--- src/rtl/qdac_pkg.sv ---
package qdac_pkg;
  // one registered sample of the active-low control pins
  typedef struct packed {
    logic csN;
    logic lsN;
    logic rdN;
    logic trN;
    logic msN;
    logic clrN;
  } pinSample_t;

  // strobes from control to datapath; at most one is set per cycle
  typedef struct packed {
    logic clrAll;
    logic wrIn;
    logic xfer;
    logic transAll;
    logic transOne;
    logic modeWr;
    logic rbOe;
    logic rbMode;
  } rankStrobe_t;
endpackage

--- src/rtl/qdac_ctrl.sv ---
module qdac_ctrl
  import qdac_pkg::*;
#(
  parameter int AddrW = 2,
  parameter int QuadW = 3,
  parameter int DataW = 12
) (
  input  logic             clk,
  input  logic             rstN,
  input  logic             csN,
  input  logic             lsN,
  input  logic             rdN,
  input  logic             trN,
  input  logic             msN,
  input  logic             clrN,
  input  logic [AddrW-1:0] chanSel,
  input  logic [QuadW-1:0] quadSel,
  input  logic [DataW-1:0] dataIn,
  output rankStrobe_t      stb,
  output logic [AddrW-1:0] selAddr,
  output logic [QuadW-1:0] selQuad,
  output logic [DataW-1:0] selData
);
  pinSample_t smp;
  logic       prevLs;

  // sample all pins; idle state is every control high
  always_ff @(posedge clk or negedge rstN) begin
    if (!rstN) begin
      smp     <= '{csN: 1'b1, lsN: 1'b1, rdN: 1'b1, trN: 1'b1, msN: 1'b1, clrN: 1'b1};
      prevLs  <= 1'b1;
      selAddr <= '0;
      selQuad <= '0;
      selData <= '0;
    end else begin
      smp     <= '{csN: csN, lsN: lsN, rdN: rdN, trN: trN, msN: msN, clrN: clrN};
      prevLs  <= smp.lsN;
      selAddr <= chanSel;
      selQuad <= quadSel;
      selData <= dataIn;
    end
  end

  // priority: clear, readback, mode write, pass-through, normal load/transfer
  always_comb begin
    stb = '0;
    if (!smp.clrN) begin
      stb.clrAll = 1'b1;
    end else if (!smp.csN) begin
      if (!smp.rdN) begin
        stb.rbOe   = 1'b1;
        stb.rbMode = !smp.msN;
      end else if (!smp.msN && !smp.trN && !smp.lsN) begin
        stb.modeWr = 1'b1;
      end else if (!smp.trN) begin
        if (smp.lsN) stb.transAll = 1'b1;
        else         stb.transOne = 1'b1;
      end else if (smp.msN) begin
        if (!smp.lsN)      stb.wrIn = 1'b1;
        else if (!prevLs)  stb.xfer = 1'b1;
      end
    end
  end
endmodule

--- src/rtl/qdac_data.sv ---
module qdac_data
  import qdac_pkg::*;
#(
  parameter int AddrW = 2,
  parameter int QuadW = 3,
  parameter int DataW = 12,
  parameter int ModeW = 8
) (
  input  logic                         clk,
  input  logic                         rstN,
  input  rankStrobe_t                  stb,
  input  logic [AddrW-1:0]             selAddr,
  input  logic [QuadW-1:0]             selQuad,
  input  logic [DataW-1:0]             selData,
  output logic [(1<<AddrW)*DataW-1:0]  outFlat,
  output logic [DataW-1:0]             rbData,
  output logic                         rbOe
);
  localparam int NumCh = 1 << AddrW;
  localparam int NibW  = DataW / 3;
  localparam int ByteW = 2 * NibW;

  logic [NumCh-1:0][DataW-1:0] inRank;
  logic [NumCh-1:0][DataW-1:0] outRank;
  logic [NumCh-1:0][DataW-1:0] merged;
  logic [ModeW-1:0]            modeReg;

  function automatic logic [DataW-1:0] mergeSlice(
    input logic [DataW-1:0] old,
    input logic [DataW-1:0] din,
    input logic [QuadW-1:0] q
  );
    logic [DataW-1:0] r;
    r = old;
    case (q)
      QuadW'(1): r[NibW-1:0]          = din[NibW-1:0];
      QuadW'(2): r[2*NibW-1:NibW]     = din[NibW-1:0];
      QuadW'(3): r[3*NibW-1:2*NibW]   = din[NibW-1:0];
      QuadW'(4): r[ByteW-1:0]         = din[ByteW-1:0];
      QuadW'(5): r[DataW-1:DataW-ByteW] = din[ByteW-1:0];
      default:   r = din;
    endcase
    return r;
  endfunction

  for (genvar i = 0; i < NumCh; i++) begin : gChan
    logic hit;
    assign hit = (selAddr == AddrW'(i));
    assign merged[i] = mergeSlice(inRank[i], selData, selQuad);

    always_ff @(posedge clk or negedge rstN) begin
      if (!rstN) begin
        inRank[i]  <= '0;
        outRank[i] <= '0;
      end else if (stb.clrAll) begin
        inRank[i]  <= '0;
        outRank[i] <= '0;
      end else if (stb.transAll || (stb.transOne && hit)) begin
        inRank[i]  <= merged[i];
        outRank[i] <= merged[i];
      end else if (stb.wrIn && hit) begin
        inRank[i]  <= merged[i];
      end else if (stb.xfer && hit) begin
        outRank[i] <= inRank[i];
      end
    end

    assign outFlat[i*DataW +: DataW] = outRank[i];
  end

  always_ff @(posedge clk or negedge rstN) begin
    if (!rstN)            modeReg <= '0;
    else if (stb.clrAll)  modeReg <= '0;
    else if (stb.modeWr)  modeReg <= selData[ModeW-1:0];
  end

  always_comb begin
    rbOe   = stb.rbOe;
    rbData = '0;
    if (stb.rbOe) rbData = stb.rbMode ? DataW'(modeReg) : outRank[selAddr];
  end

  // output ranks hold unless a strobe that may touch them is present
  assert_out_hold_R4: assert property (@(posedge clk) disable iff (!rstN)
    !(stb.xfer || stb.transAll || stb.transOne || stb.clrAll) |=> $stable(outRank));

  // transfer copies the addressed input rank
  assert_xfer_copy_R3: assert property (@(posedge clk) disable iff (!rstN)
    stb.xfer |=> outRank[$past(selAddr)] == $past(inRank[selAddr]));

  // mode write leaves every rank alone
  assert_mode_only_R7: assert property (@(posedge clk) disable iff (!rstN)
    stb.modeWr |=> $stable(inRank) && $stable(outRank));

  // readback disturbs no register
  assert_rb_quiet_R8: assert property (@(posedge clk) disable iff (!rstN)
    stb.rbOe |=> $stable(inRank) && $stable(outRank) && $stable(modeReg));

  // clear empties everything
  assert_clear_R10: assert property (@(posedge clk) disable iff (!rstN)
    stb.clrAll |=> (outRank == '0) && (inRank == '0) && (modeReg == '0));

  // a plain write leaves the output ranks untouched
  assert_write_no_out_R2: assert property (@(posedge clk) disable iff (!rstN)
    stb.wrIn |=> $stable(outRank));
endmodule

--- src/rtl/qdac_regs.sv ---
module qdac_regs
  import qdac_pkg::*;
#(
  parameter int AddrW = 2,
  parameter int QuadW = 3,
  parameter int DataW = 12,
  parameter int ModeW = 8
) (
  input  logic                        clk,
  input  logic                        rstN,
  input  logic                        csN,
  input  logic                        lsN,
  input  logic                        rdN,
  input  logic                        trN,
  input  logic                        msN,
  input  logic                        clrN,
  input  logic [AddrW-1:0]            chanSel,
  input  logic [QuadW-1:0]            quadSel,
  input  logic [DataW-1:0]            dataIn,
  output logic [(1<<AddrW)*DataW-1:0] rankOut,
  output logic [DataW-1:0]            rbData,
  output logic                        rbOe
);
  rankStrobe_t      stb;
  logic [AddrW-1:0] selAddr;
  logic [QuadW-1:0] selQuad;
  logic [DataW-1:0] selData;

  qdac_ctrl #(.AddrW(AddrW), .QuadW(QuadW), .DataW(DataW)) uCtrl (
    .clk(clk), .rstN(rstN), .csN(csN), .lsN(lsN), .rdN(rdN), .trN(trN),
    .msN(msN), .clrN(clrN), .chanSel(chanSel), .quadSel(quadSel),
    .dataIn(dataIn), .stb(stb), .selAddr(selAddr), .selQuad(selQuad),
    .selData(selData)
  );

  qdac_data #(.AddrW(AddrW), .QuadW(QuadW), .DataW(DataW), .ModeW(ModeW)) uData (
    .clk(clk), .rstN(rstN), .stb(stb), .selAddr(selAddr), .selQuad(selQuad),
    .selData(selData), .outFlat(rankOut), .rbData(rbData), .rbOe(rbOe)
  );

  // readback bus is quiet whenever the enable is low
  assert_rb_idle_R9: assert property (@(posedge clk) disable iff (!rstN)
    !rbOe |-> rbData == '0);

  // a readback cycle follows a sampled chip select
  assert_rb_needs_cs_R8: assert property (@(posedge clk) disable iff (!rstN)
    rbOe |-> $past(!csN && !rdN && clrN));
endmodule

--- config.mk ---
export PLATFORM = sky130hd
export DESIGN_NAME = qdac_regs
export DESIGN_NICKNAME = d
export VERILOG_FILES = /design/src/rtl/qdac_pkg.sv /design/src/rtl/qdac_ctrl.sv /design/src/rtl/qdac_data.sv /design/src/rtl/qdac_regs.sv
export SDC_FILE = /design/constraint.sdc
export NUM_CORES = 1
export LEC_CHECK = 0
export ABC_AREA = 1
export ABC_CLOCK_PERIOD_IN_PS = 2300
export BUFFER_PORTS_ARGS = -buffer_cell sky130_fd_sc_hd__buf_2
export CAP_MARGIN = 10
export CORE_MARGIN = 2
export CORE_UTILIZATION = 30
export CTS_BUF_LIST = sky130_fd_sc_hd__clkbuf_8
export CTS_CLUSTER_DIAMETER = 60
export DETAILED_ROUTE_END_ITERATION = 10
export GPL_TIMING_DRIVEN = 0
export RECOVER_POWER = 25
export SYNTH_ARGS = -nofsm -noshare
export SYNTH_HDL_FRONTEND = slang
export SYNTH_SLANG_ARGS = --single-unit
--- constraint.sdc ---
create_clock -name clk -period 2.3 [get_ports clk]
set_input_delay 0.23 -clock clk [delete_from_list [all_inputs] [get_ports clk]]
set_output_delay 0.23 -clock clk [all_outputs]
set_load 0.02 [all_outputs]
Word-level counts from Yosys, hierarchy flattened. Index checks and enable logic that the tools add are counted.

Flip-flop bits (word level): 128. Bits of input ports: 25. Output and inout port bits: 61.

Order comparisons: 1. Equality and inequality tests: 21. Multiplexer cells: 59. Reduce and logical (&&, ||, !) cells: 30.

Operators by type and width (number): $mux 12 (31); $pmux 4 s3 (4); $pmux 4 s2 (4); $bmux 12 s2 (1); $ne 3x1->1 const B (8); $mux 4 (5); $mux 8 (2); $logic_and 1x1->1 (14); $mux 7 (2); $ne 3x2->1 const B (4); $mux 2 (4); $reduce_and 2->1 (4); $eq 3x2->1 const B (2); $eq 3x3->1 const B (2); $reduce_or 3->1 (2); $mux 1 (5); $mux 5 (1); $eq 2x2->1 const B (2); $logic_or 1x1->1 (4); $reduce_or 2->1 (2); $eq 3x1->1 const B (1); $logic_not 1->1 (3); $lt 2x3->1 const B (1); $eq 2x1->1 const B (1); 2 further kinds (2).

Depth between registers and ports, before layout. Gate-level depths: netlist of the first run.

Word-level depth: 13. Mapped depth: 11. Gate-level depth less buffers: 11.

Modules after synthesis. From an unflattened synthesis of the first run, not the netlist that was laid out.

Cell total of the unflattened synthesis: 813. Area, all modules: 6367.4 sq um.

By module, submodules not included: qdac_data (times used 1, cells an instance 769, area an instance 5672.9 sq um, sequential area each 2602.5 sq um); qdac_ctrl (times used 1, cells an instance 44, area an instance 694.4 sq um, sequential area each 609.3 sq um).

Worst setup path before layout of the first run. No wires, ideal clock.

Path kind: reg-to-output. From: register uCtrl.smp[0] (netlist bit). To: output rbData[10]. Data arrival time: 2067 ps. Setup slack: 3 ps. Cell stages (with the launch flop): 7. Buffers on the path: 2. Cells stage by stage: dfstp_2 buf_4 inv_2 nor3_1 nand2_1 buf_2 a31oi_1.

RTL lines: start: declaration (line qdac_ctrl.sv:24) `pinSample_t smp;`; start signal: assignment (line qdac_ctrl.sv:30) `smp <= '{csN: 1'b1, lsN: 1'b1, rdN: 1'b1, trN: 1'b1, msN: 1'b1, clrN: 1'b1};`; start signal: assignment (line qdac_ctrl.sv:36) `smp <= '{csN: csN, lsN: lsN, rdN: rdN, trN: trN, msN: msN, clrN: clrN};`; $mux 7 (line qdac_ctrl.sv:47) `if (!smp.clrN) begin`; net rbOe (line qdac_regs.sv:22) `output logic rbOe`; $mux 12 (line qdac_data.sv:80) `if (stb.rbOe) rbData = stb.rbMode ? DataW'(modeReg) : outRank[selAddr];`; end: declaration (line qdac_regs.sv:21) `output logic [DataW-1:0] rbData,`.

The timed path passes the listed nets, and every way through them passes these cells.

Final worst setup path of the first run.
From: register uCtrl.smp[0] (netlist bit). To: output rbData[0].

Word-level cells in the longest chain between the ends: 3.

Ends and longest elaborated chain (line): $mux 7 (*) (qdac_ctrl.sv:47); $mux 12 (qdac_data.sv:80); $mux 12 (*) (qdac_data.sv:80).

Mark *: on every way between the ends. The rest lies on a longest branch, timed or not.

==> results of run 1 <==
[routing by layer]
| metal | wire [um] | track usage | up-vias |
|---|---|---|---|
| met3 | 1770 | 0.0414 | 46 |
| met4 | 830 | 0.0785 | 0 |
| met2 | 10400 | 0.313 | 329 |
| li1 | - | - | 3128 |
| met5 | 0 | 0 | - |
| met1 | 10500 | 0.287 | 3125 |
[critical path, cell delays in order (launching register included)]
cell and delay [ps]:
dfstp_2 540, buf_8 140, inv_6 80, nor3_4 200
nand2_2 110, buf_4 150, o22ai_1 180, buf_2 210
[logic make-up after synthesis]
group	after synthesis	synth area share
buffers and inverters	92	0.0613
DFF	128	0.481
AOI/OAI and AO/OA	155	0.132
and+or+nand+nor	487	0.325
[flip-flops by register name (all words and copies together) (netlist names)]
name and flops:
uCtrl.selQuad 3, uCtrl.smp 6, uCtrl.selData 12, uData.inRank 48
uData.outFlat 48, uData.modeReg 8, uCtrl.selAddr 2, uCtrl.prevLs 1
[metrics by stage]
stage | cells | setup WS [ps] | setup TNS [ps] | instance area, sq um
detailed placement | 1228 | 123 | 0 | 7490
global placement | 1227 | -793 | -95250 | 7450
floorplan | 862 | 2.85 | 0 | 6680
global route | 1286 | -18.3 | -62.1 | 8210
CTS | 1286 | 1.47 | 0 | 8190
finish | 1286 | 28.9 | 0 | 8210
[layout make-up]
class | count | area (sq um)
fillers | 2275 | 13600
flip-flops and latches | 128 | 3210
multi-input cells | 642 | 3090
repair buffers | 112 | 712
well taps | 280 | 350
clock buffers | 21 | 289
inverters | 59 | 229
plain buffers | 33 | 199
clock inverters | 11 | 123
[timing repair]
item	CTS	global route
gates resized for setup	9	9
pin swaps	2	1
setup buffers	2	0
hold buffers	24	0
endpoints found under the setup margin	12	12
endpoints found under the hold margin	73	0
[layout by cell type (no fill, tap or decap), types with 9 or more instances in the layout]
| master | synthesis | layout |
|---|---|---|
| inv_1 | 46 | 52 |
| nand3_1 | 42 | 42 |
| dlygate4sd3_1 | 0 | 24 |
| or2_2 | 11 | 11 |
| a31oi_1 | 14 | 12 |
| nand2_2 | 14 | 16 |
| nand2_1 | 290 | 288 |
| inv_2 | 12 | 11 |
| nor2_1 | 66 | 66 |
| nand4_1 | 35 | 35 |
| clkbuf_1 | 2 | 9 |
| dfrtp_1 | 121 | 121 |
| o21ai_1 | 54 | 54 |
| clkbuf_8 | 0 | 21 |
| buf_4 | 10 | 16 |
| buf_2 | 19 | 89 |
| o21ai_0 | 51 | 51 |
[where the power goes]
part | leakage [nW] | switching, mW | internal [mW]
logic | 2.09 | 0.553 | 0.265
clock network | 0.233 | 0.878 | 1.16
registers | 1.68 | 0.110 | 2.38
[path summary, 6_finish.rpt]
check                        startpoint           endpoint  slack [ps]  cells after the start
min in group asynchronous          rstN  uData.outFlat[29]         670                      2
min                           dataIn[6]   uCtrl.selData[6]         420                      2
max reg2reg                uCtrl.smp[4]  uData.outFlat[33]         250                      9
max in group asynchronous          rstN   uData.inRank[27]         560                      3
min reg2reg                uCtrl.smp[4]       uCtrl.prevLs         450                      0
max                        uCtrl.smp[0]          rbData[0]          30                      7
==> metrics.csv, run 1 <==
stage,metric,value,unit
die,Die Width,153,um
yosys,post-synth top area share,0.453,
die,die area,23500,sq um
route,total vias in the final route,6628,
clock_network,clock-pin slew reported for the worst setup and hold paths after clock tree synthesis,70,ps
global_route,maximum number of pins on one net before global-route repair,72,
global_route,total grt overflow,0,
clock_network,Skew-Pair Late Insertion Delay,450,ps
yosys,commonest register cell after synthesis,dfrtp_1,
sta,fin crit share,0.987,
clock_network,clk sinks,128,
status,violations in the final reports,"max-capacitance violations, max-slew violations",
worst_setup_path,endpoint class of the critical path,primary output,
route,final antenna-violating net count,0,
sta,Setup Skew,17.7,ps
global_route,total global-route track usage,0.205,
sta,Final Max Slew Viols,58,
yosys,part of the Yosys area used for sequential elements,0.481,
yosys,ranking of synthesized cells by area,"dfrtp_1 (45%), nand2_1 (16%), o21ai_1 (4.0%), o21ai_0 (3.8%), nor2_1 (3.7%)",
sta,Relative slew margins,-0.0110,
worst_setup_path,endpoint arrival time on the critical path,2040,ps
power_and_ir_drop,Worst IR Drop VDD,357,uV
yosys,dominant cell type by area after synthesis,dfrtp_1,
yosys,instance count of the mapped netlist,862,
worst_setup_path,required time worst endpoint,2070,ps
sta,worst-margin pin slew,1520,ps
sta,unrepaired setup endpoints after global routing,yes,
cells_and_area,layout cells sized above 1,0.220,
power_and_ir_drop,Power Density,652,nW/um^2
placement,Routability Congestion,0.922,
die,core area,21800,sq um
route,routed len/inst,18.3,um
die,I/O pins,86,
yosys,synthesized net count,887,
worst_setup_path,startpoint types,register,
power_and_ir_drop,overall power after layout,5.35,mW
worst_hold_path,worst hold path class,in -> reg,
clock_network,Clock Path Buffers,2,
die,total number of placement rows,54,
cells_and_area,ant diodes,0,
yosys,"EDFF count, synth",0,
global_route,number of global-route vias before repair,6412,
clock_network,total clock buffers created by CTS,17,
clock_network,H-tree levels,4,
yosys,warning count from the yosys run,0,
route,remaining design rule violation count,0,
yosys,number of synthesized register bits,128,
yosys,Post-Synthesis Cell Area,6680,sq um
cells_and_area,post-layout util,0.376,
clock_network,TritonCTS clock tree,built,
placement,number of port buffers,85,
placement,total half-perimeter wirelength after legalization and detailed placement,17.4,mm
route,number of DRC markers in iteration 0,654,
sta,final number of setup-violating endpoints,0,
route,vias per cell,5.15,
global_route,number of antenna violations at the first check in global routing,0,
die,height of the die,153,um
yosys,most used standard cell by instance count after synthesis,nand2_1,
clock_network,clock root buffer master,clkbuf_8,
route,first-pass detailed-route iteration total,5,
yosys,"Async S/R FF share, synth",1.00,
die,starting density of the core,0.306,
global_route,global-route wire length before repair,37.1,mm
sta,maximum clock frequency,440,MHz
cells_and_area,Layout Nets,1018,
run,MaxCap Viol Count,1,
sta,final hold violation count,0,
yosys,synth unique cells,33,
worst_setup_path,"Max FO, Critical Path",9,
power_and_ir_drop,Leakage,4.00,nW
route,final wirelength,23.5,mm
yosys,mean post-synth cell area,7.75,sq um
worst_setup_path,type of the setup path with the least slack,reg -> out,
yosys,top cell types by occurrence after synthesis,"nand2_1 (290), dfrtp_1 (121), nor2_1 (66)",
sta,worst slack on hold paths,424,ps
status,outcome,"complete, but fails checks",
sta,post-layout min period,2270,ps
cells_and_area,post-synthesis to final-layout area growth,22.9,%
(Power assumes the default switching activity.)
==> inputs of run 2 (changes only) <==
Settings changed: CTS_CLUSTER_SIZE set to 40, PLACE_DENSITY set to 0.43.
==> run 2 against run 1 <==
  * The run still ends with max-capacitance violations, max-slew violations left
  * Critical path depth unchanged
  * Final cell count barely moved
  * Clock power increased by 3%
  * Hold slack lost 20 ps
==> metrics.csv, run 2 (synthesis gave the netlist of run 1 again) <==
stage,metric,value,unit
power_and_ir_drop,Leakage,4.02,nW
global_route,global-route wire length before repair,40.0,mm
route,total vias in the final route,6423,
power_and_ir_drop,Power Density,651,nW/um^2
placement,total half-perimeter wirelength after legalization and detailed placement,19.2,mm
sta,post-layout min period,2240,ps
cells_and_area,post-synthesis to final-layout area growth,25.7,%
worst_hold_path,Cells on Worst Hold Path,2,
global_route,number of antenna violations at the first check in global routing,0,
power_and_ir_drop,switching power summed over all nets,1.72,mW
cells_and_area,"leading cell types in the layout, fill and taps excluded","nand2_1 (288), dfrtp_1 (121), buf_2 (89)",
route,vias per cell,4.99,
sta,final number of setup-violating endpoints,0,
cells_and_area,layout cells sized above 1,0.239,
die,starting density of the core,0.306,
clock_network,TritonCTS clock tree,built,
cells_and_area,ant diodes,0,
sta,unrepaired setup endpoints after global routing,yes,
worst_hold_path,worst hold path class,in -> reg,
clock_network,total clock buffers created by CTS,17,
route,routed len/inst,20.7,um
clock_network,clk sinks,128,
power_and_ir_drop,overall power after layout,5.47,mW
power_and_ir_drop,Clk pwr share,0.384,
clock_network,Skew-Pair Late Insertion Delay,460,ps
cells_and_area,multi-input combinational cell area,3180,sq um
die,core area,21800,sq um
clock_network,clock root buffer master,clkbuf_8,
power_and_ir_drop,combinational fraction of design power,0.160,
cells_and_area,"commonest non-fill, non-tap cell in the layout",nand2_1,
status,outcome,"complete, but fails checks",
placement,Routability Congestion,0.889,
global_route,total global-route track usage,0.229,
worst_setup_path,type of the setup path with the least slack,reg -> out,
sta,maximum clock frequency,447,MHz
run,MaxCap Viol Count,1,
worst_setup_path,required time worst endpoint,2070,ps
power_and_ir_drop,Sw Share,0.314,
global_route,total grt overflow,0,
power_and_ir_drop,Worst IR Drop VDD,238,uV
worst_setup_path,worst reg-to-reg path cell count,12,
cells_and_area,post-layout util,0.385,
die,height of the die,153,um
status,violations in the final reports,"max-capacitance violations, max-slew violations",
worst_setup_path,"Max FO, Critical Path",5,
die,die area,23500,sq um
sta,Final Max Slew Viols,57,
die,I/O pins,86,
cells_and_area,register cell area after layout,3210,sq um
global_route,number of global-route vias before repair,6204,
clock_network,H-tree levels,4,
sta,fin crit share,0.972,
sta,final hold violation count,0,
cells_and_area,FILL cells,2285,
worst_setup_path,startpoint types,register,
clock_network,Clock Path Buffers,2,
die,Die Width,153,um
sta,Setup Skew,16.0,ps
power_and_ir_drop,cell-internal power,3.75,mW
sta,Relative slew margins,-0.0655,
worst_setup_path,endpoint arrival time on the critical path,2010,ps
cells_and_area,Layout Nets,1019,
route,number of DRC markers in iteration 0,642,
worst_setup_path,endpoint class of the critical path,primary output,
power_and_ir_drop,part of the total power dissipated in sequential elements,0.456,
die,total number of placement rows,54,
route,remaining design rule violation count,0,
route,final antenna-violating net count,0,
sta,setup TNS,0,ps
route,first-pass detailed-route iteration total,5,
placement,number of port buffers,85,
sta,worst-margin pin slew,1600,ps
route,final wirelength,26.6,mm
global_route,maximum number of pins on one net before global-route repair,73,
clock_network,clock-pin slew reported for the worst setup and hold paths after clock tree synthesis,80,ps
==> run 2: cell count changes in the layout (fill, tap and decap cells not counted), sizes merged <==
cell and change:
inv -6, clkbuf -7, clkinvlp +4, buf +5
clkinv +5
==> run 2: per-layer routing <==
metal	track usage	vias to the layer above	wire, um
li1	-	3119	-
met5	0	-	0
met1	0.333	3038	12500
met4	0.0754	0	656
met2	0.324	243	11300
met3	0.0703	23	2120
==> run 2: path summary, 6_finish.rpt <==
kind,from,to,slack [ps]
max,uCtrl.smp[0],rbData[9],60
min in group asynchronous,rstN,uCtrl.selQuad[1],700
min,quadSel[0],uCtrl.selQuad[0],400
max reg2reg,uCtrl.smp[0],uData.outFlat[5],150
min reg2reg,uCtrl.smp[4],uCtrl.prevLs,430
max in group asynchronous,rstN,uCtrl.smp[2],490
==> run 2: power groups by stage <==
stage | Clock (mW) | Combinational, mW | Sequential [mW]
after floorplan | 0 | 0.460 | 2.53
after global placement | 0 | 0.807 | 2.53
after detailed placement | 0 | 0.812 | 2.53
after CTS | 2.14 | 0.851 | 2.49
after global routing | 2.24 | 0.973 | 2.51
final | 2.10 | 0.876 | 2.49
==> run 2: area by class of cell <==
class                   count  share of cell area
multi-input cells         642               0.379
repair buffers            113              0.0948
clock buffers              18              0.0295
inverters                  59              0.0282
plain buffers              33              0.0244
flip-flops and latches    128               0.383
clock inverters            14              0.0198
well taps                 280              0.0417
==> run 2: what timing repair did <==
item                                    CTS  global route
pin swaps                                 0             3
gates cloned                              0             1
gates resized for setup                  14            34
buffers inserted                          0             2
endpoints found under the setup margin   12            12
hold endpoints to repair                 79             0
hold buffers                             24             0
==> run 2: worst max-delay path: stages, from the launching register on <==
cell and delay (ps):
dfstp_2 540, buf_8 130, inv_12 30, nor3_4 220, nand2_2 140, clkbuf_16 190, a31oi_4 150, buf_6 140
==> run 2: per-stage QoR <==
stage	cell area, sq um	setup WS (ps)	hold WS [ps]	std cells
2_1_floorplan	6680	2.85	-65.6	862
3_3_place_gp	7450	-1020	337	1227
3_5_place_dp	7490	118	258	1228
4_1_cts	8200	3.34	317	1284
5_1_grt	8390	-47.2	388	1287
6_report	8390	64.2	404	1287
==> inputs of run 3 (changes only) <==
Settings changed: MAX_ROUTING_LAYER set to met4.
==> run 3 against run 2 <==
  * The run still ends with max-capacitance violations, max-slew violations left
  * Final cell count unchanged
  * Sequential share of layout area is essentially flat
  * First-iteration DRC count fell by 8.9%
  * Via count increased by 0.58%
  * Sequential power about the same
  * Clock skew grew 4.0 ps
  * Count of clock-buffer cells in the layout is the same
  * Sequential cell count did not move
  * Wire length rose by 0.55%
  * Critical path depth is the same
  * Critical path type unchanged
  * Largest cell class unchanged
==> metrics.csv, run 3 (synthesis gave the netlist of run 1 again) <==
stage,metric,value,unit
die,Die Width,153,um
clock_network,H-tree levels,4,
route,number of DRC markers in iteration 0,585,
route,vias per cell,5.02,
route,first-pass detailed-route iteration total,5,
worst_setup_path,type of the setup path with the least slack,reg -> out,
die,height of the die,153,um
worst_hold_path,worst hold path class,in -> reg,
die,core area,21800,sq um
cells_and_area,layout cells sized above 1,0.241,
worst_setup_path,endpoint class of the critical path,primary output,
sta,Relative slew margins,-0.0750,
sta,Setup Skew,20.0,ps
run,MaxCap Viol Count,1,
cells_and_area,final cell count without fillers,1287,
placement,Routability Congestion,0.904,
global_route,global-route wire length before repair,40.0,mm
route,final antenna-violating net count,0,
global_route,number of antenna violations at the first check in global routing,0,
worst_hold_path,startpoint of the lowest-slack hold path,quadSel[0],
power_and_ir_drop,Power Density,655,nW/um^2
cells_and_area,Layout Nets,1019,
worst_setup_path,startpoint types,register,
placement,total half-perimeter wirelength after legalization and detailed placement,19.2,mm
clock_network,TritonCTS clock tree,built,
clock_network,Skew-Pair Late Insertion Delay,470,ps
global_route,total grt overflow,0,
cells_and_area,ant diodes,0,
global_route,total global-route track usage,0.236,
power_and_ir_drop,Leakage,4.02,nW
route,total vias in the final route,6460,
status,violations in the final reports,"max-capacitance violations, max-slew violations",
clock_network,total clock buffers created by CTS,17,
sta,Final Max Slew Viols,57,
power_and_ir_drop,Worst IR Drop VDD,244,uV
cells_and_area,"commonest non-fill, non-tap cell in the layout",nand2_1,
cells_and_area,"leading cell types in the layout, fill and taps excluded","nand2_1 (288), dfrtp_1 (121), buf_2 (90)",
sta,worst slack on hold paths,390,ps
worst_setup_path,worst setup path startpoint,uCtrl.smp[0],
clock_network,Clock Path Buffers,2,
cells_and_area,FILL cells,2285,
placement,number of port buffers,85,
route,remaining design rule violation count,0,
sta,setup TNS,0,ps
sta,final number of setup-violating endpoints,0,
worst_setup_path,endpoint arrival time on the critical path,2020,ps
die,die area,23500,sq um
sta,final hold violation count,0,
clock_network,clock-pin slew reported for the worst setup and hold paths after clock tree synthesis,90,ps
clock_network,clk sinks,128,
status,outcome,"complete, but fails checks",
cells_and_area,multi-input combinational cell area,3180,sq um
sta,maximum clock frequency,445,MHz
cells_and_area,post-synthesis to final-layout area growth,25.7,%
global_route,maximum number of pins on one net before global-route repair,73,
power_and_ir_drop,overall power after layout,5.49,mW
sta,unrepaired setup endpoints after global routing,yes,
die,I/O pins,86,
sta,worst-margin pin slew,1610,ps
worst_setup_path,r2r startpoint,uCtrl.smp[0],
die,total number of placement rows,54,
worst_setup_path,"Max FO, Critical Path",5,
placement,cell area after placement,7490,sq um
worst_setup_path,required time worst endpoint,2070,ps
route,routed len/inst,20.8,um
cells_and_area,cell area after layout,8390,sq um
global_route,number of global-route vias before repair,6204,
sta,fin crit share,0.976,
worst_hold_path,Cells on Worst Hold Path,2,
sta,post-layout min period,2250,ps
placement,Cell Count Post-Placement,1228,
clock_network,clock root buffer master,clkbuf_8,
cells_and_area,register cell area after layout,3210,sq um
die,starting density of the core,0.306,
route,final wirelength,26.8,mm
worst_setup_path,worst reg-to-reg path cell count,10,
==> run 3: cell count changes in the layout (fill, tap and decap cells not counted), sizes merged <==
| cell | previous run | this run |
|---|---|---|
| clkbuf | 25 | 24 |
| buf | 115 | 116 |
==> run 3: worst paths after layout <==
kind	endpoint	slack, ps
max reg2reg	uData.outFlat[32]	140
min reg2reg	uCtrl.prevLs	430
max	rbData[9]	50
max in group asynchronous	uCtrl.smp[0]	480
min	uCtrl.selQuad[0]	390
min in group asynchronous	uCtrl.selQuad[1]	670
==> run 3: metrics by stage <==
| step | utilization | setup WS [ps] |
|---|---|---|
| floorplan | - | 2.85 |
| global placement | 0.342 | -1020 |
| detailed placement | 0.343 | 118 |
| CTS | 0.376 | 3.34 |
| global route | 0.385 | -40.4 |
| finish | 0.385 | 54.4 |
==> run 3: final cells by class <==
cell class	count	share of cell area
inverter	59	0.0282
clock buffer	18	0.0295
timing repair buffer	113	0.0948
clock inverter	14	0.0198
tap	280	0.0417
sequential	128	0.383
multi-input combinational	642	0.379
buffer	33	0.0242
==> run 3: routing by layer <==
layer / global-route usage / up-vias / share of wire / routed length, um
li1: - / 3127 / - / -
met5: - / - / 0 / 0
met4: 0.0829 / 0 / 0.028 / 754
met3: 0.0652 / 32 / 0.077 / 2050
met1: 0.337 / 3052 / 0.47 / 12600
met2: 0.320 / 249 / 0.42 / 11300
==> run 3: timing repair <==
action,4_1_cts,5_1_grt
cloned,0,1
buffers inserted,0,2
setup endpoints to repair,12,12
endpoints found under the hold margin,79,0
hold buffers,24,0
pin swaps,0,2
resized for setup,14,34
==> run 3: report_power, final <==
group | switching [mW] | internal [mW] | leakage [nW]
Clock | 1.03 | 1.09 | 0.200
Sequential | 0.112 | 2.38 | 1.68
Combinational | 0.600 | 0.277 | 2.14
Total | 1.74 | 3.75 | 4.02
==> run 3: critical path, cell delays in order (launching register included) <==
cell and delay (ps):
dfstp_2 550, buf_8 130, inv_12 30, nor3_4 220
nand2_2 140, clkbuf_16 190, a31oi_4 150, buf_6 140
